===== config.mk =====
export PLATFORM = sky130hd
export DESIGN_NAME = irq_wake_ctrl
export DESIGN_NICKNAME = d
export VERILOG_FILES = /design/src/rtl/iwc_pkg.sv /design/src/rtl/iwc_enable_bank.sv /design/src/rtl/iwc_flag_bank.sv /design/src/rtl/iwc_eval.sv /design/src/rtl/irq_wake_ctrl.sv
export SDC_FILE = /design/constraint.sdc
export NUM_CORES = 1
export LEC_CHECK = 0
export BUFFER_PORTS_ARGS = -buffer_cell sky130_fd_sc_hd__buf_4
export CAP_MARGIN = 20
export CORE_MARGIN = 1
export CORE_UTILIZATION = 52
export DETAILED_ROUTE_END_ITERATION = 10
export PLACE_DENSITY = 0.71
export SYNTH_ARGS = -nofsm -noshare
export SYNTH_HDL_FRONTEND = slang
export SYNTH_SLANG_ARGS = --single-unit

===== constraint.sdc =====
create_clock -name clk -period 3.1 [get_ports clk]
set_input_delay 0.62 -clock clk [delete_from_list [all_inputs] [get_ports clk]]
set_output_delay 0.62 -clock clk [all_outputs]
set_load 0.005 [all_outputs]

===== src/rtl/iwc_pkg.sv =====
package iwc_pkg;
  localparam int unsigned MASTER_ADDR = 0;

  function automatic int unsigned en_addr(input int unsigned half);
    return 1 + half;
  endfunction

  function automatic int unsigned flag_addr(input int unsigned half, input int unsigned num_half);
    return 1 + num_half + half;
  endfunction
endpackage


===== src/rtl/iwc_enable_bank.sv =====
module iwc_enable_bank
  import iwc_pkg::*;
#(
  parameter int unsigned NUM_SRC = 32,
  parameter int unsigned HALF_W  = 16,
  parameter int unsigned AW      = 3
) (
  input  logic               clk,
  input  logic               rst,
  input  logic               wr,
  input  logic [AW-1:0]      addr,
  input  logic [HALF_W-1:0]  wdata,
  output logic [HALF_W-1:0]  master_q,
  output logic [HALF_W-1:0]  master_d,
  output logic [NUM_SRC-1:0] en_q,
  output logic [NUM_SRC-1:0] en_d,
  output logic               cfg_wr
);
  localparam int unsigned NUM_HALF = NUM_SRC / HALF_W;

  logic [NUM_HALF-1:0] half_hit;
  logic                master_hit;

  assign master_hit = wr && (addr == AW'(MASTER_ADDR));
  assign master_d   = master_hit ? wdata : master_q;

  for (genvar h = 0; h < NUM_HALF; h++) begin : g_half
    assign half_hit[h] = wr && (addr == AW'(en_addr(h)));
    assign en_d[h*HALF_W +: HALF_W] = half_hit[h] ? wdata : en_q[h*HALF_W +: HALF_W];
  end

  assign cfg_wr = master_hit || (|half_hit);

  always_ff @(posedge clk) begin
    if (rst) begin
      master_q <= '0;
      en_q     <= '0;
    end else begin
      master_q <= master_d;
      en_q     <= en_d;
    end
  end

  // a master write stores the written data.
  a_r10_master_store: assert property (@(posedge clk) disable iff (rst)
    $past(!rst && master_hit) |-> master_q == $past(wdata));
endmodule


===== src/rtl/iwc_flag_bank.sv =====
module iwc_flag_bank
  import iwc_pkg::*;
#(
  parameter int unsigned NUM_SRC = 32,
  parameter int unsigned HALF_W  = 16,
  parameter int unsigned AW      = 3
) (
  input  logic               clk,
  input  logic               rst,
  input  logic [NUM_SRC-1:0] req,
  input  logic               wr,
  input  logic [AW-1:0]      addr,
  input  logic [HALF_W-1:0]  wdata,
  output logic [NUM_SRC-1:0] flag_q,
  output logic [NUM_SRC-1:0] flag_d
);
  localparam int unsigned NUM_HALF = NUM_SRC / HALF_W;

  logic [NUM_SRC-1:0] clr_mask;

  for (genvar h = 0; h < NUM_HALF; h++) begin : g_half
    logic hit;
    assign hit = wr && (addr == AW'(flag_addr(h, NUM_HALF)));
    assign clr_mask[h*HALF_W +: HALF_W] = hit ? wdata : '0;
  end

  // A new request takes precedence over a clear of the same bit.
  assign flag_d = req | (flag_q & ~clr_mask);

  always_ff @(posedge clk) begin
    if (rst) flag_q <= '0;
    else     flag_q <= flag_d;
  end

  for (genvar i = 0; i < NUM_SRC; i++) begin : g_chk
    // a request always leaves its flag set.
    a_r5_req_wins: assert property (@(posedge clk) disable iff (rst)
      $past(!rst && req[i]) |-> flag_q[i]);
    // a flag drops only after a one was written to its bit.
    a_r4_w1c_only: assert property (@(posedge clk) disable iff (rst)
      ($past(!rst) && $fell(flag_q[i])) |-> $past(clr_mask[i]));
  end
endmodule


===== src/rtl/iwc_eval.sv =====
module iwc_eval #(
  parameter int unsigned NUM_SRC = 32,
  parameter int unsigned HALF_W  = 16
) (
  input  logic               clk,
  input  logic               rst,
  input  logic [HALF_W-1:0]  master_d,
  input  logic [NUM_SRC-1:0] en_d,
  input  logic [NUM_SRC-1:0] en_q,
  input  logic [NUM_SRC-1:0] flag_d,
  input  logic [NUM_SRC-1:0] req,
  input  logic               cfg_wr,
  input  logic               cpu_irq_dis,
  output logic               irq_o,
  output logic               irq_take_o,
  output logic               wake_o
);
  logic cond_d;
  logic event_d;
  logic pend_q;
  logic pend_d;

  assign cond_d  = (|master_d) && (|(en_d & flag_d));
  assign event_d = cfg_wr || (|(req & en_d));

  always_comb begin
    pend_d = pend_q;
    if (pend_q && !cpu_irq_dis) pend_d = 1'b0;
    if (event_d && cond_d)      pend_d = 1'b1;
  end

  always_ff @(posedge clk) begin
    if (rst) begin
      pend_q     <= 1'b0;
      irq_o      <= 1'b0;
      irq_take_o <= 1'b0;
      wake_o     <= 1'b0;
    end else begin
      pend_q     <= pend_d;
      irq_o      <= cond_d;
      irq_take_o <= pend_q && !cpu_irq_dis;
      wake_o     <= |(req & en_q);
    end
  end

  // a wake pulse follows a request to an enabled source.
  a_r8_wake_cause: assert property (@(posedge clk) disable iff (rst)
    wake_o |-> $past(|(req & en_q)));
  // delivery happens only while the CPU accepts interrupts.
  a_r9_take_gated: assert property (@(posedge clk) disable iff (rst)
    irq_take_o |-> $past(!cpu_irq_dis));
  // a blocked pending latch is held.
  a_r9_pend_hold: assert property (@(posedge clk) disable iff (rst)
    ($past(!rst) && $past(pend_q && cpu_irq_dis)) |-> pend_q);
endmodule


===== src/rtl/irq_wake_ctrl.sv =====
module irq_wake_ctrl
  import iwc_pkg::*;
#(
  parameter int unsigned NUM_SRC = 32,
  parameter int unsigned HALF_W  = 16,
  parameter int unsigned NUM_HALF_P = NUM_SRC / HALF_W,
  parameter int unsigned AW      = $clog2(1 + 2 * NUM_HALF_P)
) (
  input  logic               clk,
  input  logic               rst,
  input  logic [NUM_SRC-1:0] src_req,
  input  logic [AW-1:0]      reg_addr,
  input  logic               reg_wr,
  input  logic [HALF_W-1:0]  reg_wdata,
  output logic [HALF_W-1:0]  reg_rdata,
  input  logic               cpu_irq_dis,
  output logic               irq_o,
  output logic               irq_take_o,
  output logic               wake_o
);
  localparam int unsigned NUM_HALF = NUM_SRC / HALF_W;

  logic [HALF_W-1:0]  master_q, master_d;
  logic [NUM_SRC-1:0] en_q, en_d, flag_q, flag_d;
  logic               cfg_wr;
  logic [HALF_W-1:0]  rd_mux;

  iwc_enable_bank #(.NUM_SRC(NUM_SRC), .HALF_W(HALF_W), .AW(AW)) u_enable (
    .clk(clk), .rst(rst), .wr(reg_wr), .addr(reg_addr), .wdata(reg_wdata),
    .master_q(master_q), .master_d(master_d), .en_q(en_q), .en_d(en_d),
    .cfg_wr(cfg_wr)
  );

  iwc_flag_bank #(.NUM_SRC(NUM_SRC), .HALF_W(HALF_W), .AW(AW)) u_flags (
    .clk(clk), .rst(rst), .req(src_req), .wr(reg_wr), .addr(reg_addr),
    .wdata(reg_wdata), .flag_q(flag_q), .flag_d(flag_d)
  );

  iwc_eval #(.NUM_SRC(NUM_SRC), .HALF_W(HALF_W)) u_eval (
    .clk(clk), .rst(rst), .master_d(master_d), .en_d(en_d), .en_q(en_q),
    .flag_d(flag_d), .req(src_req), .cfg_wr(cfg_wr), .cpu_irq_dis(cpu_irq_dis),
    .irq_o(irq_o), .irq_take_o(irq_take_o), .wake_o(wake_o)
  );

  always_comb begin
    rd_mux = '0;
    if (reg_addr == AW'(MASTER_ADDR)) rd_mux = master_q;
    for (int h = 0; h < NUM_HALF; h++) begin
      if (reg_addr == AW'(en_addr(h)))             rd_mux = en_q[h*HALF_W +: HALF_W];
      if (reg_addr == AW'(flag_addr(h, NUM_HALF))) rd_mux = flag_q[h*HALF_W +: HALF_W];
    end
  end

  always_ff @(posedge clk) begin
    if (rst) reg_rdata <= '0;
    else     reg_rdata <= rd_mux;
  end

  // the interrupt line matches the stored register state.
  a_r6_irq_level: assert property (@(posedge clk) disable iff (rst)
    $past(!rst) |-> irq_o == ((|master_q) && (|(en_q & flag_q))));
  // outputs are low right after a reset cycle.
  a_r1_reset_quiet: assert property (@(posedge clk)
    $past(rst) |-> (!irq_o && !irq_take_o && !wake_o && flag_q == '0));
endmodule


Word-level counts from Yosys, hierarchy flattened
Cells that the tools add are included.

word-level totals
  output and inout port bits = 19
  flip-flop bits (word level) = 100
  logic and storage cells = 48
  input bits = 55

operators by class
  bitwise operators = 6
  equality and inequality tests = 4
  mux-type cells = 12
  reduce and logical (&&, ||, !) cells = 18

operators with widths
  cell                  number
  $mux W16              10
  $and A32 B32 Y32      4
  $reduce_or A32 Y1     3
  $not A32 Y32          1
  $or A32 B32 Y32       1
  $reduce_or A16 Y1     1
  $logic_and A1 B1 Y1   8
  $eq A3 B2 Y1 const B  2
  $eq A3 B1 Y1 const B  1
  $eq A3 B3 Y1 const B  1
  $logic_not A3 Y1      1
  $logic_or A1 B1 Y1    2
  $mux W1               2
  $reduce_bool A2 Y1    1
  $reduce_or A2 Y1      1
  $logic_not A1 Y1      1

Logic depth before layout (Yosys ltp)
Gate-level depths: netlist of run 1.

  depth in word-level cells = 11
  gate-level depth with buffers = 9
  gate-level depth less buffers = 7

Hierarchy
From an unflattened synthesis of run 1, not the netlist that was laid out.

second synthesis, totals
  cell total of the unflattened synthesis = 608
  area, all modules = 5,879.4 µm²

modules (own cells, without submodules)
  module           instances  area an instance (µm²)  cells each
  iwc_enable_bank  1          2,567.5                 232
  iwc_flag_bank    1          1,545.2                 173
  irq_wake_ctrl    1          1,123.6                 128
  iwc_eval         1          643.1                   75

Worst setup path after synthesis of run 1
No wires, ideal clock.

  kind = input -> register
  from = input port reg_addr[1]
  to = register u_eval.pend_q
  stages = 9
  buffers on the path = 2
  slack = 811 ps
  library setup time = 119 ps
  required time = 2,981 ps
  data arrival time = 2,170 ps
  cells stage by stage = nor4bb_1 > buf_2 > buf_4 > mux2i_1 > o22ai_1 > nor4_1 > nand4_1 > nand2_1 > o21ai_1

on the way
  longest elaborated chain between the ends = 11
  elaborated cells between the ends (all ways) = 30
  classes of those cells = 4 x eq/ne; 6 x mux; 5 x bitwise; 15 x reduce/logical

RTL lines
  element                                        RTL line             RTL
  start: declaration                             irq_wake_ctrl.sv:12  input logic [AW-1:0] reg_addr,
  $eq A3 B2 Y1 or $eq A3 B3 Y1 (tied branches)   iwc_flag_bank.sv:23  assign hit = wr && (addr == AW'(flag_addr(h, NUM_HALF)));
  $logic_and A1 B1 Y1                            iwc_flag_bank.sv:23
  $mux W16                                       iwc_flag_bank.sv:24  assign clr_mask[h*HALF_W +: HALF_W] = hit ? wdata : '0;
  $not A32 Y32                                   iwc_flag_bank.sv:28  assign flag_d = req | (flag_q & ~clr_mask);
  $and A32 B32 Y32                               iwc_flag_bank.sv:28
  $or A32 B32 Y32                                iwc_flag_bank.sv:28
  $and A32 B32 Y32                               iwc_eval.sv:23       assign cond_d = (|master_d) && (|(en_d & flag_d));
  $reduce_or A32 Y1                              iwc_eval.sv:23
  $logic_and A1 B1 Y1                            iwc_eval.sv:23
  $logic_and A1 B1 Y1 (*)                        iwc_eval.sv:29       if (event_d && cond_d) pend_d = 1'b1;
  $mux W1 or $reduce_bool A2 Y1 (tied branches)  n/a
  end signal: assignment                         iwc_eval.sv:39       pend_q <= pend_d;
  end: declaration                               iwc_eval.sv:20       logic pend_q;

Every way passes the cells marked *; elsewhere a longest branch is shown, timed or not.
A chain may end at the register's enable or synchronous reset.

Worst setup path in the final report of run 1
Same ends and word-level chain as after synthesis.

==> flow_summary.rst, run 1 <==
.. list-table::
   :header-rows: 1

   * - Metric
     - Value
   * - Outcome
     - finished clean
   * - Unrepaired setup endpoints after global routing
     - false
   * - Number of distinct standard cells referenced by the synthesized netlist
     - 37
   * - Leftover overflow at the end of global routing
     - 0
   * - Count of clock tree sinks
     - 100
   * - Timing-limited maximum frequency
     - 388 MHz
   * - PwrDens
     - approximately 480 nW/µm²
   * - Max Root-Sink Buffers
     - 2
   * - Max_cap viols
     - 0
   * - Aggregate negative setup slack
     - 0 ps
   * - Fill cell count
     - approximately 750
   * - Critical Path Start
     - reg_addr[1]
   * - Global placement routability congestion
     - roughly 1
   * - Hold violation count in the final report
     - 0
   * - Reg-to-reg critical path startpoint
     - u_enable.en_q[26]$_SDFF_PP0_
   * - Post-cts resize count
     - 0
   * - Layout Utilization
     - approximately 64%
   * - Number of design-rule violations left by the first detailed-router iteration
     - 527
   * - Share of Yosys cell area claimed by the top area cell type
     - a little over two fifths
   * - Cell type with the highest occurrence count on the critical path
     - sky130_fd_sc_hd__buf_4
   * - Slew at the pin with the worst max-slew slack
     - about 630 ps
   * - Final worst-path setup slack
     - about 520 ps
   * - Core area
     - 8680 µm²
   * - Number of diodes
     - 0
   * - Cell types occupying the most area after synthesis
     - sky130_fd_sc_hd__dfxtp_1, sky130_fd_sc_hd__o22ai_1, sky130_fd_sc_hd__nor2_1
   * - Cell at the slowest stage of the critical path
     - sky130_fd_sc_hd__nor4_1
   * - Number of global-route vias before repair
     - 4,239
   * - CP Data Arrival Time
     - ~2800 ps
   * - Total met2 wirelength after detailed routing
     - 7440 µm
   * - Post-route antenna net violation count
     - 0
   * - First-pass GRT wire length
     - 25,200 µm
   * - Hold buffer count at CTS
     - 0
   * - Worst supply voltage drop on vdd
     - 289 µV
   * - Area of the die
     - about 9300 µm²
   * - Gate count of the mapped netlist
     - roughly 530
   * - Nets
     - 659
   * - Worst endpoint required time
     - ~3400 ps
   * - Number of buffers created by CTS
     - 9
   * - Number of enable flip-flop cells after synthesis
     - 0
   * - Yosys top cell by area
     - sky130_fd_sc_hd__dfxtp_1
   * - Number of I/O pins
     - 74
   * - Primary flip-flop cell chosen by synthesis mapping
     - sky130_fd_sc_hd__dfxtp_1
   * - Detail-routed via count per cell
     - 6.34
   * - Hold WC Path Type
     - input port to flop
   * - Area growth, synth to finish
     - 19.6%
   * - Clk root buf
     - sky130_fd_sc_hd__clkbuf_8
   * - Port-buffer cells
     - 73
   * - DRC viols
     - 0
   * - Warning count from the yosys run
     - 0
   * - Startpoint kind of the worst setup timing path
     - input port
   * - Critical Path Max Stage Delay
     - 420 ps
   * - Synth Area per Inst
     - 8.77 µm²
   * - Area of the mapped netlist
     - ~4600 µm²
   * - Vias after detailed routing
     - 4,541
   * - Total global-route track usage
     - around two fifths
   * - H-Tree Depth
     - 3
   * - Origin of the worst min-delay path
     - cpu_irq_dis
   * - DP HPWL
     - approximately 13,000 µm
   * - Post-Route WL
     - between 15,000 and 20,000 µm
   * - Width of the die
     - slightly below 100 µm
   * - Slew margin rel.
     - 57.8%
   * - CTS tree
     - yes
   * - Number of detailed-routing iterations run before antenna repair
     - 5
   * - Count of endpoints failing setup in the final report
     - 0
   * - Sort of element at the end of the critical path
     - flop
   * - Worst clock skew on the final layout
     - 3.89 ps
   * - Smallest hold slack
     - just over 400 ps
   * - Worst skew pair latency
     - 370 ps
   * - Count of buffers added by post-CTS timing repair for setup
     - 0
   * - Final worst-path cycle share
     - around 83%
   * - Cell-by-cell listing of the critical path
     - buf_4, and4bb_1, buf_4, mux2i_1, o22ai_1, nor4_1, buf_4, nand4_1, nor4_2, o21ai_1
   * - Clock-pin slew on the worst setup and hold paths
     - 90 ps
   * - Row Count
     - 34
   * - Initial core utilization
     - between 50% and 60%
   * - Detailed-route wire length per cell
     - 23.7 µm
   * - Worst path top cell family by delay
     - simple AND/OR/NAND/NOR gates
   * - Net Count, Synth
     - between 500 and 600
   * - Seq cells post-synth
     - 100
   * - Max Slew Vio Count
     - 0
   * - Static leakage
     - 0.00220 µW
   * - Critical path buffers and inverters
     - 3
   * - Met1 wire length
     - 7000 µm
   * - Routed length on met3
     - about 1700 µm
   * - Largest net degree at the start of global routing
     - 51
   * - Async SR Flop Fraction
     - 0%
   * - Maximum fanout count along the critical path
     - 14
   * - Final critical path time including I/O delays and setup
     - 2580 ps
   * - Vertical extent of the die
     - 96.5 µm
   * - Highest metal layer used by the detailed router
     - met4
   * - Critical path class
     - input port to flop
   * - Proportion of layout cells with a drive suffix above 1
     - a little over a fifth
   * - Antenna violations before repair
     - 0
   * - Share of synthesized area occupied by flip-flops and latches
     - between 40 and 50%
   * - Worst slack at placement
     - roughly 210 ps
==> logic make-up (layout without fill, tap and decap cells) <==
| kind of cell | count (synthesis) | after routing | synth area share, % |
|---|---|---|---|
| compound gates | 117 | 117 | 15.6 |
| simple gates | 209 | 209 | 22.2 |
| mux | 48 | 48 | 14.1 |
| buf+inv | 55 | 134 | 4.96 |
| flops | 100 | 100 | 43.1 |
==> final timing paths <==
kind / endpoint / slack (ps) / cells past startpoint
worst max-delay path: u_eval.pend_q$_SDFFE_PP0P_ / 520 / 10
worst min-delay path: u_eval.irq_take_o$_SDFF_PP0_ / 410 / 2
worst max register to register: u_eval.pend_q$_SDFFE_PP0P_ / 1220 / 7
worst min register to register: u_eval.irq_take_o$_SDFF_PP0_ / 490 / 1
==> layer usage <==
metal | vias up | track usage (%)
met5 | - | 0
met4 | 0 | 18.9
met3 | 67 | 8.61
met2 | 309 | 57.2
met1 | 2126 | 52.3
li1 | 2039 | -
==> report_power, final <==
| part | switching, µW | internal, µW | total, µW | leakage [µW] |
|---|---|---|---|---|
| clock network | 464 | 395 | 859 | 0.0000992 |
| logic | 238 | 185 | 423 | 0.00128 |
| registers | 42.5 | 1340 | 1380 | 0.000820 |
==> stage by stage <==
step,instance area [µm²],cells,power (µW)
floorplan,4640,529,1610
CTS,5550,716,2660
global route,5550,716,2770
detailed placement,5350,701,1820
global placement,5350,701,1820
finish,5550,716,2670
==> layout make-up <==
cell class	instances	area (µm²)	share of cell area, %
sequential	100	2000	36.1
tap	108	135	2.44
timing repair buffer	92	691	12.4
clock inverter	5	60.1	1.08
multi-input combinational	374	2420	43.7
inverter	27	101	1.83
clock buffer	10	138	2.48
==> cell usage after synthesis, types with 3 or more instances <==
cell type and n:
sky130_fd_sc_hd__mux4_2 13, sky130_fd_sc_hd__inv_1 27, sky130_fd_sc_hd__nand2_1 37, sky130_fd_sc_hd__nor2_1 85, sky130_fd_sc_hd__nand4_1 7, sky130_fd_sc_hd__o21ai_0 4
sky130_fd_sc_hd__clkbuf_1 20, sky130_fd_sc_hd__nor2b_1 16, sky130_fd_sc_hd__dfxtp_1 100, sky130_fd_sc_hd__buf_2 4, sky130_fd_sc_hd__o211ai_1 3, sky130_fd_sc_hd__a22oi_1 17
sky130_fd_sc_hd__mux2i_1 30, sky130_fd_sc_hd__nand2b_1 35, sky130_fd_sc_hd__nor4_1 16, sky130_fd_sc_hd__o22ai_1 60, sky130_fd_sc_hd__a21oi_1 29, sky130_fd_sc_hd__mux2_2 3
==> registers in the layout (all words and copies together) (netlist names) <==
name               cells
u_eval.wake_o          1
u_eval.irq_o           1
reg_rdata             16
u_flags.flag_q        32
u_enable.master_q     16
u_eval.pend_q          1
u_eval.irq_take_o      1
u_enable.en_q         32
==> worst register-to-register path, delay by kind of cell (launching register included) <==
family	cells	cell delay, ps
AND/OR/NAND/NOR	3	690
AO/OA/AOI/OAI	2	240
flip-flops	1	390
buffers and inverters	1	190
multiplexers	1	270
==> cell usage in the layout, fill, tap and decap left out, drive strengths merged <==
cell / instances
dfxtp: 100
buf: 92
nor2: 85
o22ai: 60
nand2: 37
nand2b: 35
mux2i: 32
a21oi: 29
inv: 29
a22oi: 17
nor4: 17
nor2b: 16
mux4: 13
clkbuf: 10
nand4: 7
o21ai: 5
mux2: 3
o211ai: 3
and2: 2
nor3b: 2
nor3: 2
nor4bb: 1
nand4bb: 1
nand4b: 1
and4bb: 1
o221ai: 1
nand3b: 1
a22o: 1
a221oi: 1
nand3: 1
clkinv: 1
bufinv: 1
clkinvlp: 1
No activity file was read; power rests on OpenSTA's default activity.
==> inputs of run 2 (changes only) <==
--- a/config.mk
+++ b/config.mk
@@ -5,12 +5,13 @@
 export SDC_FILE = /design/constraint.sdc
 export NUM_CORES = 1
 export LEC_CHECK = 0
+export ABC_AREA = 1
 export BUFFER_PORTS_ARGS = -buffer_cell sky130_fd_sc_hd__buf_4
 export CAP_MARGIN = 20
 export CORE_MARGIN = 1
 export CORE_UTILIZATION = 52
 export DETAILED_ROUTE_END_ITERATION = 10
-export PLACE_DENSITY = 0.71
+export PLACE_DENSITY = 0.73
 export SYNTH_ARGS = -nofsm -noshare
 export SYNTH_HDL_FRONTEND = slang
 export SYNTH_SLANG_ARGS = --single-unit
==> constraint.sdc (replaced) <==
create_clock -name clk -period 2.1 [get_ports clk]
set_input_delay 0.42 -clock clk [delete_from_list [all_inputs] [get_ports clk]]
set_output_delay 0.42 -clock clk [all_outputs]
set_load 0.005 [all_outputs]
==> flow_summary.rst, run 2 <==
.. list-table::
   :header-rows: 1

   * - Metric
     - Value
   * - Leading cell type in the layout, fill and taps excluded
     - sky130_fd_sc_hd__nand2_1
   * - Number of buffers created by CTS
     - 9 (unchanged)
   * - Largest family of logic cells by synthesized area
     - simple AND/OR/NAND/NOR gates
   * - Fill cell count
     - 910 (+22%)
   * - Hold buffer count at CTS
     - 0 (unchanged)
   * - Hold violation count in the final report
     - 0 (unchanged)
   * - Proportion of layout cells with a drive suffix above 1
     - 16.6% (-4.5 points)
   * - Row Count
     - 36 (+5.9%)
   * - Number of enable flip-flop cells after synthesis
     - 0 (unchanged)
   * - Gate count of the mapped netlist
     - 819 (+55%)
   * - Biggest registers after layout
     - u_enable.en_q x32, u_flags.flag_q x32
   * - Number of design-rule violations left by the first detailed-router iteration
     - 541 (+2.7%)
   * - Static leakage
     - 0.00308 µW (+40%)
   * - Width of the die
     - 102 µm (+5.7%)
   * - Clock-pin slew on the worst setup and hold paths
     - 90 ps (about the same)
   * - Hold WC Path Type
     - input port to flop
   * - DRC viols
     - 0 (unchanged)
   * - Max Slew Vio Count
     - 0 (unchanged)
   * - Pwr Total
     - 4210 µW (+58%)
   * - Number of global-route vias before repair
     - 5,212 (+23%)
   * - Max_cap viols
     - 0 (unchanged)
   * - Slew margin rel.
     - 59.4% (+1.6 points)
   * - Max Root-Sink Buffers
     - 2 (unchanged)
   * - Worst clock skew on the final layout
     - 10.6 ps (+6.71 ps)
   * - Critical Path Max Stage Delay
     - 280 ps (-140 ps)
   * - Port-buffer cells
     - 73 (unchanged)
   * - Number of I/O pins
     - 74 (unchanged)
   * - Most used cells in the layout excluding fill and tap cells
     - sky130_fd_sc_hd__nand2_1, sky130_fd_sc_hd__buf_4, sky130_fd_sc_hd__inv_1
   * - Critical Path Start
     - reg_addr[0]
   * - Global placement routability congestion
     - 0.946 (-3.1%)
   * - Area of the mapped netlist
     - 5200 µm² (+12%)
   * - Filler-free cell count of the finished design
     - 1,057 (+48%)
   * - Cell type with the highest occurrence count on the critical path
     - sky130_fd_sc_hd__nand2_1
   * - Antenna violations before repair
     - 0 (unchanged)
   * - CTS tree
     - yes
   * - Post-Route WL
     - 18,600 µm (+9.5%)
   * - Number of diodes
     - 0 (unchanged)
   * - Library cell with the highest instance count after synthesis
     - sky130_fd_sc_hd__nand2_1
   * - Warning count from the yosys run
     - 0 (unchanged)
   * - Share of Yosys cell area claimed by the top area cell type
     - 38.5% (-4.7 points)
   * - Vertical extent of the die
     - 102 µm (+5.7%)
   * - Register cell area after layout
     - 2000 µm² (unchanged)
   * - Xor and xnor area share after synthesis
     - 0% (unchanged)
   * - Timing-limited maximum frequency
     - 542 MHz
   * - Number of placed cells counting well taps
     - 1,043 (+49%)
   * - Worst endpoint required time
     - 2400 ps (-970 ps)
   * - Cell types occupying the most area after synthesis
     - sky130_fd_sc_hd__dfxtp_1, sky130_fd_sc_hd__nand2_1, sky130_fd_sc_hd__inv_1
   * - Initial core utilization
     - 53.4% (about the same)
   * - Register-to-register setup slack
     - 490 ps (-730 ps)
   * - Reg-to-reg critical path startpoint
     - u_enable.en_q[5]$_SDFF_PP0_
   * - Seq cells post-synth
     - 100 (unchanged)
   * - Critical path class
     - input port to flop
   * - Nets
     - 976 (+48%)
   * - Startpoint kind of the worst setup timing path
     - input port
   * - Final Instance Area
     - 6440 µm² (+16%)
   * - Outcome
     - finished clean
   * - PwrDens
     - 654 nW/µm² (+36%)
   * - Net Count, Synth
     - 874 (+50%)
   * - Largest net degree at the start of global routing
     - 46 (-9.8%)
   * - Yosys top cell by area
     - sky130_fd_sc_hd__dfxtp_1
   * - Slew at the pin with the worst max-slew slack
     - 609 ps (-24.0 ps)
   * - Final critical path time including I/O delays and setup
     - ~1800 ps
   * - Post-route antenna net violation count
     - 0 (unchanged)
   * - Share of synthesized cell area in and, or, nand and nor gates
     - 37.5% (+15 points)
   * - Leftover overflow at the end of global routing
     - 0 (unchanged)
   * - Detail-routed via count per cell
     - 5.55 (-13%)
   * - Worst supply voltage drop on vdd
     - 542 µV (+88%)
   * - Unrepaired setup endpoints after global routing
     - false
   * - Top post-synthesis cells by count
     - sky130_fd_sc_hd__nand2_1, sky130_fd_sc_hd__inv_1, sky130_fd_sc_hd__dfxtp_1
   * - Cell-by-cell listing of the critical path
     - buf_4, inv_2, nor2_2, nand2_2, nand2_1, o21ai_1, nand2_1, nand2_1, nor2_1, nand2_1, nor2_1, nand2_1, and2_1
   * - CP Data Arrival Time
     - 2140 ps (-700 ps)
   * - Maximum fanout count along the critical path
     - 17 (+3)
   * - Critical path buffers and inverters
     - 2 (-1)
   * - Share of synthesized area occupied by flip-flops and latches
     - 38.5% (-4.7 points)
   * - Count of buffers added by post-CTS timing repair for setup
     - 0 (unchanged)
   * - Area growth, synth to finish
     - 23.8%
   * - Area occupied by multi-input gates
     - 2620 µm² (+8.2%)
   * - Worst skew pair latency
     - 390 ps (+20 ps)
   * - First-pass GRT wire length
     - 27,800 µm (+10%)
   * - Count of clock tree sinks
     - 100 (unchanged)
   * - Worst path top cell family by delay
     - simple AND/OR/NAND/NOR gates
   * - Number of detailed-routing iterations run before antenna repair
     - 5 (unchanged)
   * - H-Tree Depth
     - 3 (unchanged)
   * - Post-cts resize count
     - 0 (unchanged)
   * - Post-Synth Adder-Cell Area
     - 0% (unchanged)
   * - Async SR Flop Fraction
     - 0% (unchanged)
   * - Sort of element at the end of the critical path
     - flop
   * - Count of endpoints failing setup in the final report
     - 0 (unchanged)
   * - Placed cell areas
     - 6230 µm² (+16%)
   * - Detailed-route wire length per cell
     - 17.6 µm (-26%)
   * - Total global-route track usage
     - 36.9% (-1.5 points)
   * - Cell at the slowest stage of the critical path
     - sky130_fd_sc_hd__nand2_2
   * - Primary flip-flop cell chosen by synthesis mapping
     - sky130_fd_sc_hd__dfxtp_1
   * - Vias after detailed routing
     - 5,865 (+29%)
   * - Synth Area per Inst
     - 6.35 µm² (-28%)
   * - Complex-gate fraction of the synthesized area
     - 12.8% (-2.8 points)
   * - Clk root buf
     - sky130_fd_sc_hd__clkbuf_8
   * - DP HPWL
     - 14,600 µm (+14%)
   * - Multiplexer fraction of the synthesized cell area
     - 0% (-14 points)
   * - Final worst-path cycle share
     - between 80% and 90%
   * - Core area
     - 9730 µm² (+12%)
   * - Number of distinct standard cells referenced by the synthesized netlist
     - 27 (-27%)
   * - Origin of the worst min-delay path
     - cpu_irq_dis
   * - Area of the die
     - 10,400 µm² (+12%)
## run 2: cell count changes after synthesis, moves of 14 or more
cell | before | now
sky130_fd_sc_hd__nand2_1 | 37 | 243
sky130_fd_sc_hd__mux2i_1 | 30 | 0
sky130_fd_sc_hd__o21ai_0 | 4 | 33
sky130_fd_sc_hd__and2_1 | 2 | 20
sky130_fd_sc_hd__a22oi_1 | 17 | 3
sky130_fd_sc_hd__nor4_1 | 16 | 0
sky130_fd_sc_hd__nand2b_1 | 35 | 0
sky130_fd_sc_hd__inv_1 | 27 | 109
sky130_fd_sc_hd__o22ai_1 | 60 | 4
sky130_fd_sc_hd__nand4_1 | 7 | 27
sky130_fd_sc_hd__nand3_1 | 1 | 70
sky130_fd_sc_hd__nor2b_1 | 16 | 0
sky130_fd_sc_hd__a221oi_1 | 1 | 16
## run 2: power by group
group          switching (µW)  internal (µW)  total, µW
Clock                     676            693       1370
Combinational             478            317        794
Sequential               50.7           1990       2040
## run 2: worst paths after layout
| kind | to | depth (start not counted) |
|---|---|---|
| setup / recovery | u_eval.irq_o$_SDFF_PP0_ | 13 |
| hold / removal | u_eval.irq_take_o$_SDFF_PP0_ | 2 |
| setup reg to reg | u_eval.irq_o$_SDFF_PP0_ | 10 |
| hold reg to reg | u_eval.irq_take_o$_SDFF_PP0_ | 2 |
## run 2: final cells by class
cell class,count,area share [%]
Timing Repair Buffer,130,15.9
Multi-Input combinational cell,569,40.7
Clock inverter,2,0.933
Tap cell,133,2.59
Sequential cell,100,31.1
Clock buffer,12,2.25
Inverter,111,6.47
## run 2: stage by stage
step / setup slack [ps] / util [%] / setup TNS [ps] / hold slack (ps)
floorplan: 240 / - / 0 / 416
global placement: -159 / 64.1 / -301 / 443
detailed placement: -98.8 / 64.1 / -182 / 445
CTS: 304 / 66.2 / 0 / 192
global route: 119 / 66.2 / 0 / 195
finish: 255 / 66.2 / 0 / 198
## run 2: metal layers
layer	track usage [%]	wire, µm	vias up
met4	11.5	528	0
met3	10.2	2080	38
li1	-	-	2828
met5	0	0	-
met1	50.9	7990	2681
met2	55.7	7970	318
## run 2: worst reg2reg max path, cell delays in order, from the launching register on
cell	delay, ps
sky130_fd_sc_hd__dfxtp_1	340
sky130_fd_sc_hd__inv_1	80
sky130_fd_sc_hd__nand2_1	60
sky130_fd_sc_hd__and2_1	180
sky130_fd_sc_hd__nand2_1	120
sky130_fd_sc_hd__nand2_1	100
sky130_fd_sc_hd__nor2_1	210
sky130_fd_sc_hd__nand2_1	80
sky130_fd_sc_hd__nor2_1	150
sky130_fd_sc_hd__nand2_1	80
sky130_fd_sc_hd__and2_1	130
## run 2: logic make-up (layout without fill, tap and decap cells)
group / Yosys count / after routing
buffers and inverters: 150 / 255
flip-flops: 100 / 100
AND/OR/NAND/NOR: 458 / 458
AO/OA/AOI/OAI: 111 / 111
